File: config.mk
export PLATFORM = sky130hd
export DESIGN_NAME = uart_rx_fifo_ctl
export DESIGN_NICKNAME = d
export VERILOG_FILES = /design/src/rtl/uart_rxf_pkg.sv /design/src/rtl/uart_rxf_store.sv /design/src/rtl/uart_rxf_timeout.sv /design/src/rtl/uart_rxf_status.sv /design/src/rtl/uart_rx_fifo_ctl.sv
export SDC_FILE = /design/constraint.sdc
export NUM_CORES = 1
export LEC_CHECK = 0
export ABC_CLOCK_PERIOD_IN_PS = 3600
export BUFFER_PORTS_ARGS = -buffer_cell sky130_fd_sc_hd__buf_2
export CORE_UTILIZATION = 35
export CTS_BUF_LIST = sky130_fd_sc_hd__clkbuf_16
export CTS_CLUSTER_SIZE = 24
export DETAILED_ROUTE_END_ITERATION = 12
export MAX_ROUTING_LAYER = met4
export PLACE_DENSITY = 0.58
export SYNTH_ARGS = -nofsm -noshare
export SYNTH_HDL_FRONTEND = slang
export SYNTH_HIERARCHICAL = 1
export SYNTH_SLANG_ARGS = --single-unit
File: constraint.sdc
create_clock -name clk -period 3.6 [get_ports clk]
set_input_delay 0.54 -clock clk [delete_from_list [all_inputs] [get_ports clk]]
set_output_delay 0.54 -clock clk [all_outputs]
set_load 0.03 [all_outputs]
File: src/rtl/uart_rxf_pkg.sv
package uart_rxf_pkg;

  typedef enum logic {
    RDY_SINGLE = 1'b0,
    RDY_MULTI  = 1'b1
  } rdy_mode_e;

  // Fill level for a trigger selection, scaled from the queue depth.
  function automatic int unsigned trig_level(input logic [1:0] sel,
                                             input int unsigned depth);
    int unsigned lvl;
    case (sel)
      2'd0:    lvl = 1;
      2'd1:    lvl = depth / 4;
      2'd2:    lvl = depth / 2;
      default: lvl = depth - 2;
    endcase
    return lvl;
  endfunction

  // Next slot of a circular index.
  function automatic int unsigned ring_next(input int unsigned idx,
                                            input int unsigned depth);
    return (idx == depth - 1) ? 0 : idx + 1;
  endfunction

endpackage

File: src/rtl/uart_rxf_store.sv
module uart_rxf_store #(
  parameter int unsigned DEPTH  = 16,
  parameter int unsigned DATA_W = 8,
  localparam int unsigned AW = $clog2(DEPTH),
  localparam int unsigned CW = $clog2(DEPTH + 1),
  localparam int unsigned EW = DATA_W + 1
) (
  input  logic          clk,
  input  logic          rst_n,
  input  logic          clr,
  input  logic          push,
  input  logic          pop,
  input  logic          replace,
  input  logic [EW-1:0] in_entry,
  output logic [EW-1:0] head_entry,
  output logic [CW-1:0] count,
  output logic          head_load,
  output logic          next_head_perr
);
  import uart_rxf_pkg::*;

  logic [EW-1:0] mem [DEPTH];
  logic [AW-1:0] rd_ptr, wr_ptr;
  logic [AW-1:0] rd_nxt, wr_nxt;
  logic [EW-1:0] second_entry;
  logic          empty, single;

  assign rd_nxt       = AW'(ring_next(int'(rd_ptr), DEPTH));
  assign wr_nxt       = AW'(ring_next(int'(wr_ptr), DEPTH));
  assign empty        = (count == '0);
  assign single       = (count == CW'(1));
  assign head_entry   = empty ? '0 : mem[rd_ptr];
  assign second_entry = mem[rd_nxt];

  // A character enters the head position when it lands in an empty queue,
  // when it overwrites the single holding slot, or when a read exposes the
  // entry behind the current head.
  always_comb begin
    head_load      = 1'b0;
    next_head_perr = 1'b0;
    if (!clr) begin
      if (replace || (push && (empty || (pop && single)))) begin
        head_load      = 1'b1;
        next_head_perr = in_entry[EW-1];
      end else if (pop && !single) begin
        head_load      = 1'b1;
        next_head_perr = second_entry[EW-1];
      end
    end
  end

  always_ff @(posedge clk) begin
    if (!clr) begin
      if (push)
        mem[wr_ptr] <= in_entry;
      else if (replace)
        mem[rd_ptr] <= in_entry;
    end
  end

  always_ff @(posedge clk) begin
    if (!rst_n || clr) begin
      rd_ptr <= '0;
      wr_ptr <= '0;
      count  <= '0;
    end else begin
      if (push) wr_ptr <= wr_nxt;
      if (pop)  rd_ptr <= rd_nxt;
      count <= count + CW'(push) - CW'(pop);
    end
  end

endmodule

File: src/rtl/uart_rxf_timeout.sv
module uart_rxf_timeout #(
  parameter int unsigned TMO_CHARS = 4,
  localparam int unsigned TW = $clog2(TMO_CHARS + 1)
) (
  input  logic clk,
  input  logic rst_n,
  input  logic enable,
  input  logic clr,
  input  logic tick,
  input  logic activity,
  input  logic nonempty,
  input  logic rd,
  output logic pend,
  output logic fire
);
  logic [TW-1:0] idle_cnt;
  logic          hold_zero;

  assign hold_zero = clr || !enable || !nonempty || activity;
  assign fire      = !hold_zero && tick && !pend
                     && (idle_cnt == TW'(TMO_CHARS - 1));

  always_ff @(posedge clk) begin
    if (!rst_n) begin
      idle_cnt <= '0;
      pend     <= 1'b0;
    end else begin
      if (hold_zero)
        idle_cnt <= '0;
      else if (tick && idle_cnt != TW'(TMO_CHARS))
        idle_cnt <= idle_cnt + TW'(1);

      if (clr || rd || !enable)
        pend <= 1'b0;
      else if (fire)
        pend <= 1'b1;
    end
  end

endmodule

File: src/rtl/uart_rxf_status.sv
module uart_rxf_status
  import uart_rxf_pkg::*;
(
  input  logic      clk,
  input  logic      rst_n,
  input  logic      head_load,
  input  logic      new_perr,
  input  logic      lsr_rd,
  input  logic      ovr_evt,
  input  rdy_mode_e rdy_mode,
  input  logic      lvl_hit,
  input  logic      tmo_pend,
  input  logic      nonempty,
  output logic      perr_flag,
  output logic      ovr_flag,
  output logic      rx_rdy_n
);
  logic multi_hold, multi_rdy;

  always_comb begin
    if (rdy_mode == RDY_MULTI) begin
      multi_rdy = lvl_hit || tmo_pend || (multi_hold && nonempty);
      rx_rdy_n  = !multi_rdy;
    end else begin
      multi_rdy = 1'b0;
      rx_rdy_n  = !nonempty;
    end
  end

  always_ff @(posedge clk) begin
    if (!rst_n) begin
      perr_flag  <= 1'b0;
      ovr_flag   <= 1'b0;
      multi_hold <= 1'b0;
    end else begin
      if (head_load)
        perr_flag <= new_perr;
      else if (lsr_rd)
        perr_flag <= 1'b0;

      if (ovr_evt)
        ovr_flag <= 1'b1;
      else if (lsr_rd)
        ovr_flag <= 1'b0;

      multi_hold <= multi_rdy;
    end
  end

endmodule

File: src/rtl/uart_rx_fifo_ctl.sv
module uart_rx_fifo_ctl #(
  parameter int unsigned DEPTH     = 16,
  parameter int unsigned DATA_W    = 8,
  parameter int unsigned TMO_CHARS = 4
) (
  input  logic              clk,
  input  logic              rst_n,
  input  logic              char_done,
  input  logic [DATA_W-1:0] char_data,
  input  logic              char_perr,
  input  logic              char_tick,
  input  logic              rbr_rd,
  input  logic              lsr_rd,
  input  logic              fifo_en,
  input  logic              fifo_clr,
  input  logic [1:0]        trig_sel,
  input  logic              dma_mode,
  input  logic              rda_ie,
  output logic [DATA_W-1:0] rbr_data,
  output logic              data_ready,
  output logic              perr_flag,
  output logic              ovr_flag,
  output logic              rda_irq,
  output logic              tmo_irq,
  output logic              rx_rdy_n
);
  import uart_rxf_pkg::*;

  localparam int unsigned CW = $clog2(DEPTH + 1);
  localparam int unsigned EW = DATA_W + 1;

  // Named internal events, also observed by the bound checker.
  logic [CW-1:0] count;
  logic [CW-1:0] trig_cnt;
  logic [EW-1:0] head_entry;
  logic          head_perr;
  logic          cap_full, push_ok, pop_ok, ovr_evt, replace;
  logic          head_load, next_head_perr;
  logic          activity, lvl_hit, tmo_pend, tmo_fire;
  rdy_mode_e     rdy_mode;

  assign trig_cnt = CW'(trig_level(trig_sel, DEPTH));
  assign pop_ok   = rbr_rd && data_ready && !fifo_clr;
  assign cap_full = (fifo_en ? (count >= CW'(DEPTH)) : data_ready) && !pop_ok;
  assign push_ok  = char_done && !fifo_clr && !cap_full;
  assign ovr_evt  = char_done && !fifo_clr && cap_full;
  assign replace  = ovr_evt && !fifo_en;
  assign activity = push_ok || pop_ok || replace;

  uart_rxf_store #(.DEPTH(DEPTH), .DATA_W(DATA_W)) u_store (
    .clk            (clk),
    .rst_n          (rst_n),
    .clr            (fifo_clr),
    .push           (push_ok),
    .pop            (pop_ok),
    .replace        (replace),
    .in_entry       ({char_perr, char_data}),
    .head_entry     (head_entry),
    .count          (count),
    .head_load      (head_load),
    .next_head_perr (next_head_perr)
  );

  assign data_ready = (count != '0);
  assign rbr_data   = head_entry[DATA_W-1:0];
  assign head_perr  = head_entry[EW-1];
  assign lvl_hit    = fifo_en ? (count >= trig_cnt) : data_ready;

  uart_rxf_timeout #(.TMO_CHARS(TMO_CHARS)) u_tmo (
    .clk      (clk),
    .rst_n    (rst_n),
    .enable   (fifo_en),
    .clr      (fifo_clr),
    .tick     (char_tick),
    .activity (activity),
    .nonempty (data_ready),
    .rd       (pop_ok),
    .pend     (tmo_pend),
    .fire     (tmo_fire)
  );

  assign rdy_mode = (dma_mode && fifo_en) ? RDY_MULTI : RDY_SINGLE;

  uart_rxf_status u_status (
    .clk       (clk),
    .rst_n     (rst_n),
    .head_load (head_load),
    .new_perr  (next_head_perr),
    .lsr_rd    (lsr_rd),
    .ovr_evt   (ovr_evt),
    .rdy_mode  (rdy_mode),
    .lvl_hit   (lvl_hit),
    .tmo_pend  (tmo_pend),
    .nonempty  (data_ready),
    .perr_flag (perr_flag),
    .ovr_flag  (ovr_flag),
    .rx_rdy_n  (rx_rdy_n)
  );

  assign rda_irq = rda_ie && lvl_hit;
  assign tmo_irq = rda_ie && tmo_pend;

endmodule

==> results.cfg <==
[route]
wl_per_cell_um = 18.9
vias_per_cell = 4.93
drc_errors = 0
drt_iter0_drc = 301
ant_nets = 0
wirelength_um = 14500
vias = 3797
drt_first_pass_iters = 4

[worst_setup_path]
cp_common_cell = mux4_2
critPathKind = reg -> out
cp_max_fo = 22
r2r_end = u_store/count[4]$_SDFF_PP0_
cp-start-kind = register
crit_required_ns = 3.06
critPathMaxStageDelay_ns = 0.60
reg2regPathDepth = 15
cp-end-kind = primary output
cp_cell_sequence = buf_12 -> mux4_2 -> mux4_2 -> nor2b_1 -> buf_2
r2r_setup_slack_ns = 0.48
r2r_start = u_store/count[1]$_SDFF_PP0_
worstPathArrival_ns = 2.70
slowest_stage = dfxtp_2
critPathCapture = rbr_data[1]

[finish]
nNetsFinal = 529
drive_above_1_share_pct = 29.7
nFillCells = 1737
stdcell_count = 770
final_cell_mix = 144 x edfxtp_1, 42 x mux4_2, 40 x nor2_1
final_common_cell = edfxtp_1
design_area_um2 = 8340
fin_util_pct = 42.3
area_growth_pct = 17.0
antenna_cells = 0

[timing]
final-setup-viol-count = 0
hold_viol_final = 0
worst_pin_slew_ns = 0.821
timing.fmax_mhz = 309
fin_crit_sh_pct = 89.9
slew_headroom_pct = 45.1
skew_ns = 0.00856
hold_ws_ns = 0.415
grt_setup_unrepaired = no
setup_tns_ns = 0
min_period_ns = 3.24
finalMaxSlewViolations = 0

[clocking]
cts_max_level = 4
clk_pin_slew_ns = 0.06
cts_sinks = 168
clockBufferDepth = 2
clock_latency_ns = 0.42
post_cts_resized = 0
postCtsHoldBufs = 0
cts_tree = built
cts-root-buf = clkbuf_16
cts_buffers = 17
postCtsSetupRepairBufs = 0

[global_route]
antenna_found_initial = 0
grtUsageTotal_pct = 15.5
overflow = 0
grt_max_degree = 33
grt_pass1_vias = 3913
grt_first_pass_wirelength_um = 22200

[synthesis]
syn_nets = 465
syn_area_um2 = 7130
netlist_instances = 428
yosysWarnings = 6
syn-mean-instance-area_um2 = 16.7

[run_status]
outcome = completed

[pwr]
max-vdd-ir-drop_mv = 0.399
p_leak_nw = 2.77
powerDensity_nw_per_um2 = 511

[place]
gp_congestion = 0.767
place.port_buffers = 34
numPlacedInstances = 738
dpl_cell_area_um2 = 7760
dp.final_hpwl_um = 9740

[hold_path]
worstHoldPathCells = 2
min_path_type = in -> reg

[floorplan]
initial_core_util_pct = 36.2
fp.dieW_um = 145
fp.dieH_um = 145
core_region_area_um2 = 19700
ios = 35
rows = 51
die_area_um2 = 20900

[job]
maxCapViolations = 0
## stage by stage
step                total power, mW  worst slack, ns
CTS                            4.31            0.284
global route                   4.41            0.188
detailed placement             2.53            0.462
global placement               2.52            0.605
finish                         4.26            0.363
floorplan                      2.41            0.573
## layout make-up
class	instances	area (µm²)	share of cell area, %
multi-input combinational	220	2140	25.7
tap	265	332	3.98
clock inverter	15	154	1.85
timing repair buffer	63	400	4.80
sequential	168	4810	57.6
inverter	22	82.6	0.990
clock buffer	17	425	5.10
## registers in the layout, indices dropped and copies added (netlist names), named ones only
name and flops:
u_store/wr_ptr 4, u_tmo/idle_cnt 3, u_status/multi_hold 1, u_store/rd_ptr 4
u_status/perr_flag 1, u_tmo/pend 1, u_status/ovr_flag 1, u_store/mem 144
u_store/count 5
## power by group
group | internal [mW] | switching, mW
Combinational | 0.126 | 0.217
Clock | 0.980 | 0.798
Sequential | 2.12 | 0.0168
## routing by layer
layer / vias up / track usage (%) / share of wire (%) / wire length (µm)
met5: - / - / 0 / 0
met4: 0 / 3.71 / 0.44 / 64
met3: 4 / 4.77 / 5.0 / 732
met2: 72 / 24.4 / 49 / 7130
met1: 1939 / 19.5 / 46 / 6620
li1: 1782 / - / - / -
## worst max-delay path: cells and delay by family, from the launching register on
| kind | cells | cell delay, ns |
|---|---|---|
| buffers and inverters | 2 | 0.46 |
| DFF | 1 | 0.60 |
| and+or+nand+nor | 1 | 0.16 |
| muxes | 2 | 1.04 |
## worst min path at each step
stage,from,endpoint
2_1_floorplan,u_status/multi_hold$_SDFF_PN0_,u_status/multi_hold$_SDFF_PN0_
3_3_place_gp,u_status/multi_hold$_SDFF_PN0_,u_status/multi_hold$_SDFF_PN0_
3_5_place_dp,u_tmo/pend$_SDFFE_PP0P_,u_tmo/pend$_SDFFE_PP0P_
4_1_cts,rst_n,u_status/multi_hold$_SDFF_PN0_
5_1_grt,rst_n,u_status/ovr_flag$_SDFFE_PN0P_
6_report,rst_n,u_status/ovr_flag$_SDFFE_PN0P_
Power figures use the tool's default switching activity.
